## config.mk

```make
export PLATFORM = sky130hd
export DESIGN_NAME = msr_block
export DESIGN_NICKNAME = d
export VERILOG_FILES = /design/src/rtl/msr_pkg.sv /design/src/rtl/mstat_sync.sv /design/src/rtl/mstat_src_sel.sv /design/src/rtl/mstat_delta.sv /design/src/rtl/msr_block.sv
export SDC_FILE = /design/constraint.sdc
export NUM_CORES = 1
export LEC_CHECK = 0
export BUFFER_PORTS_ARGS = -buffer_cell sky130_fd_sc_hd__buf_2
export CAP_MARGIN = 40
export CORE_AREA = 2 2 39 41
export DETAILED_ROUTE_END_ITERATION = 12
export DIE_AREA = 0 0 41 43
export MAX_ROUTING_LAYER = met4
export PLACE_DENSITY = 0.68
export SLEW_MARGIN = 30
export SYNTH_ARGS = -nofsm -noshare
export SYNTH_HDL_FRONTEND = slang
export SYNTH_HIERARCHICAL = 1
export SYNTH_SLANG_ARGS = --single-unit
```

## constraint.sdc

```tcl
create_clock -name clk -period 2.5 [get_ports clk]
set_input_delay 0.25 -clock clk [delete_from_list [all_inputs] [get_ports clk]]
set_output_delay 0.25 -clock clk [all_outputs]
set_load 0.02 [all_outputs]
```

## src/rtl/msr_pkg.sv

```systemverilog
// Package: shared constants for the modem status register.
// Line indices are fixed because the byte layout depends on them.
package msr_pkg;
    localparam int MSR_LINES = 4;
    localparam int LN_CTS    = 0;
    localparam int LN_DSR    = 1;
    localparam int LN_RI     = 2;
    localparam int LN_DCD    = 3;
    // Modem-control bit positions used as loopback sources
    localparam int MC_DTR    = 0;
    localparam int MC_RTS    = 1;
    localparam int MC_OUT1   = 2;
    localparam int MC_OUT2   = 3;
endpackage

```

## src/rtl/mstat_sync.sv

```systemverilog
// Module: mstat_sync
// Multi-stage synchronizer for a vector of asynchronous pins.
// Assumes each bit is independent, so no bus coherency is needed.
// Reset loads RST_VAL, the idle level of the pins.
module mstat_sync #(
    parameter int          WIDTH   = 4,
    parameter int          STAGES  = 2,
    parameter logic [WIDTH-1:0] RST_VAL = '1
) (
    input  logic             clk,
    input  logic             rst_n,
    input  logic [WIDTH-1:0] async_in,
    output logic [WIDTH-1:0] sync_out
);
    logic [WIDTH-1:0] stage_q [STAGES];

    genvar s;
    generate
        for (s = 0; s < STAGES; s++) begin : g_stage
            if (s == 0) begin : g_first
                // Capture the raw pins into the first flop
                always_ff @(posedge clk) begin
                    if (!rst_n) stage_q[0] <= RST_VAL;
                    else        stage_q[0] <= async_in;
                end
            end else begin : g_next
                // Shift toward the settled stage
                always_ff @(posedge clk) begin
                    if (!rst_n) stage_q[s] <= RST_VAL;
                    else        stage_q[s] <= stage_q[s-1];
                end
            end
        end
    endgenerate

    assign sync_out = stage_q[STAGES-1];
endmodule

```

## src/rtl/mstat_src_sel.sv

```systemverilog
// Module: mstat_src_sel
// Picks the active-high level of each line.
// Outside loopback, each level is the inverse of a synchronized pin.
// In loopback, each level comes from a modem-control bit.
// Assumes the control bits are already synchronous to clk.
module mstat_src_sel
    import msr_pkg::*;
(
    input  logic                 loop_en,
    input  logic [MSR_LINES-1:0] pin_sync_n,
    input  logic [MSR_LINES-1:0] mcr_lo,
    output logic [MSR_LINES-1:0] level
);
    logic [MSR_LINES-1:0] loop_level;

    // Route each control bit to the line it stands in for
    always_comb begin
        loop_level         = '0;
        loop_level[LN_CTS] = mcr_lo[MC_RTS];
        loop_level[LN_DSR] = mcr_lo[MC_DTR];
        loop_level[LN_RI]  = mcr_lo[MC_OUT1];
        loop_level[LN_DCD] = mcr_lo[MC_OUT2];
    end

    // Choose between loopback and pin sources
    always_comb begin
        level = loop_en ? loop_level : ~pin_sync_n;
    end
endmodule

```

## src/rtl/mstat_delta.sv

```systemverilog
// Module: mstat_delta
// Holds the registered line levels and sticky change flags.
// A line in TRAIL_MASK flags only a level fall; the others flag any change.
// A read clears the flags, but a change in the same cycle wins.
module mstat_delta #(
    parameter int               LINES      = 4,
    parameter logic [LINES-1:0] TRAIL_MASK = '0
) (
    input  logic             clk,
    input  logic             rst_n,
    input  logic [LINES-1:0] level_in,
    input  logic             rd_stb,
    output logic [LINES-1:0] level_q,
    output logic [LINES-1:0] delta_q
);
    logic [LINES-1:0] hit;

    genvar i;
    generate
        for (i = 0; i < LINES; i++) begin : g_line
            if (TRAIL_MASK[i]) begin : g_trail
                // Flag only a level fall (the pin returning high)
                always_comb hit[i] = level_q[i] & ~level_in[i];
            end else begin : g_any
                // Flag a change in either direction
                always_comb hit[i] = level_q[i] ^ level_in[i];
            end
        end
    endgenerate

    // Register the levels and update the flags, letting set beat clear
    always_ff @(posedge clk) begin
        if (!rst_n) begin
            level_q <= '0;
            delta_q <= '0;
        end else begin
            level_q <= level_in;
            delta_q <= (rd_stb ? '0 : delta_q) | hit;
        end
    end
endmodule

```

## src/rtl/msr_block.sv

```systemverilog
// Module: msr_block (top)
// Modem status register with change flags, loopback and interrupt request.
// Assumes the pins are asynchronous, idle high, and that mcr_lo, loop_en,
// irq_en and rd_stb are synchronous to clk.
module msr_block
    import msr_pkg::*;
#(
    parameter int SYNC_STAGES = 2
) (
    input  logic       clk,
    input  logic       rst_n,
    input  logic       cts_n,
    input  logic       dsr_n,
    input  logic       ri_n,
    input  logic       dcd_n,
    input  logic       loop_en,
    input  logic [3:0] mcr_lo,
    input  logic       irq_en,
    input  logic       rd_stb,
    output logic [7:0] rd_data,
    output logic       irq
);
    localparam logic [MSR_LINES-1:0] TRAIL = MSR_LINES'(1) << LN_RI;

    logic [MSR_LINES-1:0] pins_n;
    logic [MSR_LINES-1:0] pins_sync_n;
    logic [MSR_LINES-1:0] level_sel;
    logic [MSR_LINES-1:0] level_q;
    logic [MSR_LINES-1:0] delta_q;

    // Gather the pins in line-index order
    always_comb begin
        pins_n         = '1;
        pins_n[LN_CTS] = cts_n;
        pins_n[LN_DSR] = dsr_n;
        pins_n[LN_RI]  = ri_n;
        pins_n[LN_DCD] = dcd_n;
    end

    mstat_sync #(
        .WIDTH   (MSR_LINES),
        .STAGES  (SYNC_STAGES),
        .RST_VAL ('1)
    ) u_sync (
        .clk      (clk),
        .rst_n    (rst_n),
        .async_in (pins_n),
        .sync_out (pins_sync_n)
    );

    mstat_src_sel u_sel (
        .loop_en    (loop_en),
        .pin_sync_n (pins_sync_n),
        .mcr_lo     (mcr_lo),
        .level      (level_sel)
    );

    mstat_delta #(
        .LINES      (MSR_LINES),
        .TRAIL_MASK (TRAIL)
    ) u_delta (
        .clk      (clk),
        .rst_n    (rst_n),
        .level_in (level_sel),
        .rd_stb   (rd_stb),
        .level_q  (level_q),
        .delta_q  (delta_q)
    );

    // Present the byte and the masked request
    always_comb begin
        rd_data = {level_q, delta_q};
        irq     = irq_en & (|delta_q);
    end
endmodule

```

# After elaboration in Yosys (flattened, before gate mapping)
# Memory sizes are Yosys's and may differ from the RTL's.
# Cells that the tools add are included.
op_classes:
  muxes: 6
  bitwise_logic: 10
  n_reduce_logical: 1
ops:
  columns: ["cell", "count"]
  rows:
  - ["$mux W4", 4]
  - ["$not A4 Y4", 1]
  - ["$or A4 B4 Y4", 1]
  - ["$reduce_or A4 Y1", 1]
  - ["$xor A1 B1 Y1", 3]
  - ["$and A1 B1 Y1", 2]
  - ["$mux W1", 2]
  - ["$or A1 B1 Y1", 2]
  - ["$not A1 Y1", 1]
totals:
  ff_bits: 8
  ramBits: 8
  input_bits: 13
  n_memories: 1
memory_table:
  columns: ["name", "words", "word_bits", "read_ports", "rd_ports_with_merged_regs", "wr", "line_no", "rtl"]
  rows:
  - ["u_sync.stage_q", 2, 4, 2, 0, 2, "mstat_sync.sv:15", "logic [WIDTH-1:0] stage_q [STAGES];"]

# Longest topological paths before layout
logic_depth:
  ltp_word: 5
  depth_mapped: 4
  depth_no_buf: 4

# Modules after synthesis
# Netlist, hierarchy kept.
by_module_without_submodules:
  columns: ["module", "n_inst", "cells_per_inst", "area_each_um2", "seq_area_each_um2"]
  rows:
  - ["mstat_delta", 1, 24, 276.5, 160.2]
  - ["mstat_sync", 1, 16, 210.2, 160.2]
  - ["mstat_src_sel", 1, 8, 35.0, 0.0]
  - ["msr_block", 1, 1, 11.3, 0.0]

# Worst setup path after synthesis
# No wires, ideal clock.
synth_path:
  path_type: "register to output"
  start: "register u_delta.delta_q[1]"
  end: "output port irq"
  arrival_time_ns: 0.889
  required_ns: 2.250
  setup_slack_ns: 1.361
  stages_incl_launch_ff: 2
  path_cell_list: "dfxtp_1 > o41a_1"
synth_via:
  elab_chain_cells: 2
synth_lines:
  columns: ["item", "line_no", "rtl"]
  rows:
  - ["start: declaration", "mstat_delta.sv:14", "output logic [LINES-1:0] delta_q"]
  - ["start signal: assignment", "mstat_delta.sv:38", "delta_q <= (rd_stb ? '0 : delta_q) | hit;"]
  - ["$reduce_or A4 Y1", "msr_block.sv:73", "irq = irq_en & (|delta_q);"]
  - ["$and A1 B1 Y1", "msr_block.sv:73", null]
  - ["end: declaration", "msr_block.sv:21", "output logic irq"]
# No other way between the ends.

# Worst setup path in the final report
# Same ends and word-level chain as after synthesis.

==> flow_summary.toml <==
[setup_path]
arrival_ps = 1170
crit_fanout = 3
crit_type = "register to output pin"
critPathCaptureType = "output pin"
start_kind = "register"
required_ps = 2250

[placement]
place_area_um2 = 658.1
dp.cells = 86
hpwlAfterDp_um = 576
port_buffers = 21
gp_congestion = 0.6239
pre_cts_slack_ps = 1384

[sta]
rsz0062_at_grt = "false"
fmaxAchievable_ghz = 0.7023
clock_skew_ps = 5.100
slew_headroom_pct = 82.33
period_share_pct = 56.96
hold_viol = 0
worst_pin_slew_ps = 262.3
finalCriticalPeriod_ps = 1424
finalSetupTns_ps = 0
slew_viol_final = 0
setup_slack_ps = 1076
finalSetupViolCount = 0

[power]
p_clk_share_pct = 32.8
sw_frac_of_total_pct = 22.44
ir_worst_vdd_mv = 0.2899
intPower_mw = 0.3871
power_density_mw_per_mm2 = 718.7
pwr-share-seq_pct = 55.2
combPwrFrac_pct = 12.1
p_sw_mw = 0.1120
p_leak_nw = 0.3133

[grt]
globalRouteMet3Util_pct = 3.665
first_global_vias = 325
grt_util_met2_pct = 14.69
gr-usage-all-layers_pct = 9.647
met1_usage_pct = 8.911
grt_max_degree = 17
antenna_found_initial = 0
busiest_layer = "met2"
grt_pass1_wl_um = 1090
grt_overflow = 0

[floorplanning]
die_area_mm2 = 0.001763
ios = 22
core_mm2 = 0.001384
die_h_um = 43
initial_core_util_pct = 38.52
fp.dieW_um = 41
placementRows = 14

[final_layout]
n_antenna_cell = 0
areaGrowthSynthToFinish_pct = 30.28
drive_gt1_share_pct = 37.84
final_common_cell = "buf_2"
final-instance-count-excl-fill = 90
final_cell_mix = "buf_2 (21), dfxtp_1 (16), nand2b_1 (13)"
fin_area_um2 = 694.4
finalNetCount = 88

[yosys]
synth.avg_cell_area_um2 = 10.88
ys_seq_elements = 16
synth_area_um2 = 533.0
yosys_warnings = 6
synth.distinct_cells = 9
netlist_instances = 49
synth_nets = 62
ys_seq_area_share_pct = 60.09

[drt]
drt-pass1-iter-count = 2
totalWireLength_um = 755
ant_nets = 0
vias = 387
first_iter_violations = 1
via_per_inst = 4.300
drc_errors = 0
wl_per_cell_um = 8.389

[cts]
cts_hold_buf = 0
h-tree-depth = 1
post_cts_buffers = 0
tritoncts = "built"
clk_pin_slew_ps = 90
clkSinkCount = 16
root_buffer = "clkbuf_4"
cts_buffers = 3
cts-resized-gates = 0
clk_latency_ps = 280
clockBufferDepth = 2

[hold_path]
hp-class = "input pin to register"

[status]
status = "complete, no violations"

[job]
drv_cap = 0
registers in the layout (all words and copies together), names as in the netlist:
register / count
u_delta/delta_q: 4
u_sync/stage_q: 8
u_delta/level_q: 4
cell usage after synthesis (all sizes together):
library cell	instances	area share (%)
a21boi	4	5.6
and2	4	5.4
dfxtp	16	60
nand2	4	2.8
nand2b	13	15
o21ai	4	3.8
o41a	1	2.1
xnor2	3	4.9
metal layers:
layer  vias to the layer above  part of all wire (%)
li1                        210                     -
met1                       161                    41
met2                        16                    48
met3                         0                    11
met4                         0                     0
met5                         -                     0
through the flow:
stage	hold WS (ps)	util [%]	total power [mW]
after floorplan	323.0	-	0.3173
after global placement	388.2	47.56	0.3417
after detailed placement	392.8	47.56	0.3430
after CTS	127.8	50.18	0.5109
after global routing	135.0	50.18	0.5225
final	140.5	50.18	0.4991
critical path, cell delays in order (launching register included):
cell and delay (ps):
dfxtp_1 330, o41a_1 400, buf_2 160
path summary, 6_finish.rpt:
path | from | to | slack, ps | depth (start not counted)
max reg2reg | u_sync/stage_q[1][1]$_SDFF_PN1_ | u_delta/delta_q[1]$_SDFF_PN0_ | 1630 | 3
min | dsr_n | u_sync/stage_q[0][1]$_SDFF_PN1_ | 140 | 2
min reg2reg | u_sync/stage_q[0][1]$_SDFF_PN1_ | u_sync/stage_q[1][1]$_SDFF_PN1_ | 410 | 1
max | u_delta/delta_q[1]$_SDFF_PN0_ | irq | 1080 | 2
power by group through the flow:
stage / Sequential (mW) / Clock [mW] / Combinational [mW]
6_report: 0.275 / 0.164 / 0.0602
5_1_grt: 0.278 / 0.178 / 0.0672
4_1_cts: 0.276 / 0.174 / 0.0614
3_5_place_dp: 0.282 / 0 / 0.0613
3_3_place_gp: 0.281 / 0 / 0.0606
2_1_floorplan: 0.292 / 0 / 0.0252
area by class of cell:
| cell class | instances | area, um^2 |
|---|---|---|
| timing repair buffer | 21 | 105.1 |
| sequential | 16 | 320.3 |
| multi-input combinational | 33 | 212.7 |
| tap | 16 | 20.02 |
| fill | 138 | 689.4 |
| clock buffer | 4 | 36.28 |
cells by family (layout without fill, tap and decap cells):
logic type | after synthesis | after routing | synth area share (%)
flip-flops | 16 | 16 | 60.09
AND/OR/NAND/NOR | 21 | 21 | 23.47
buffers and inverters | 0 | 25 | 0
XOR/XNOR | 3 | 3 | 4.930
AO/OA/AOI/OAI | 9 | 9 | 11.50
No activity file was read; power rests on OpenSTA's default activity.
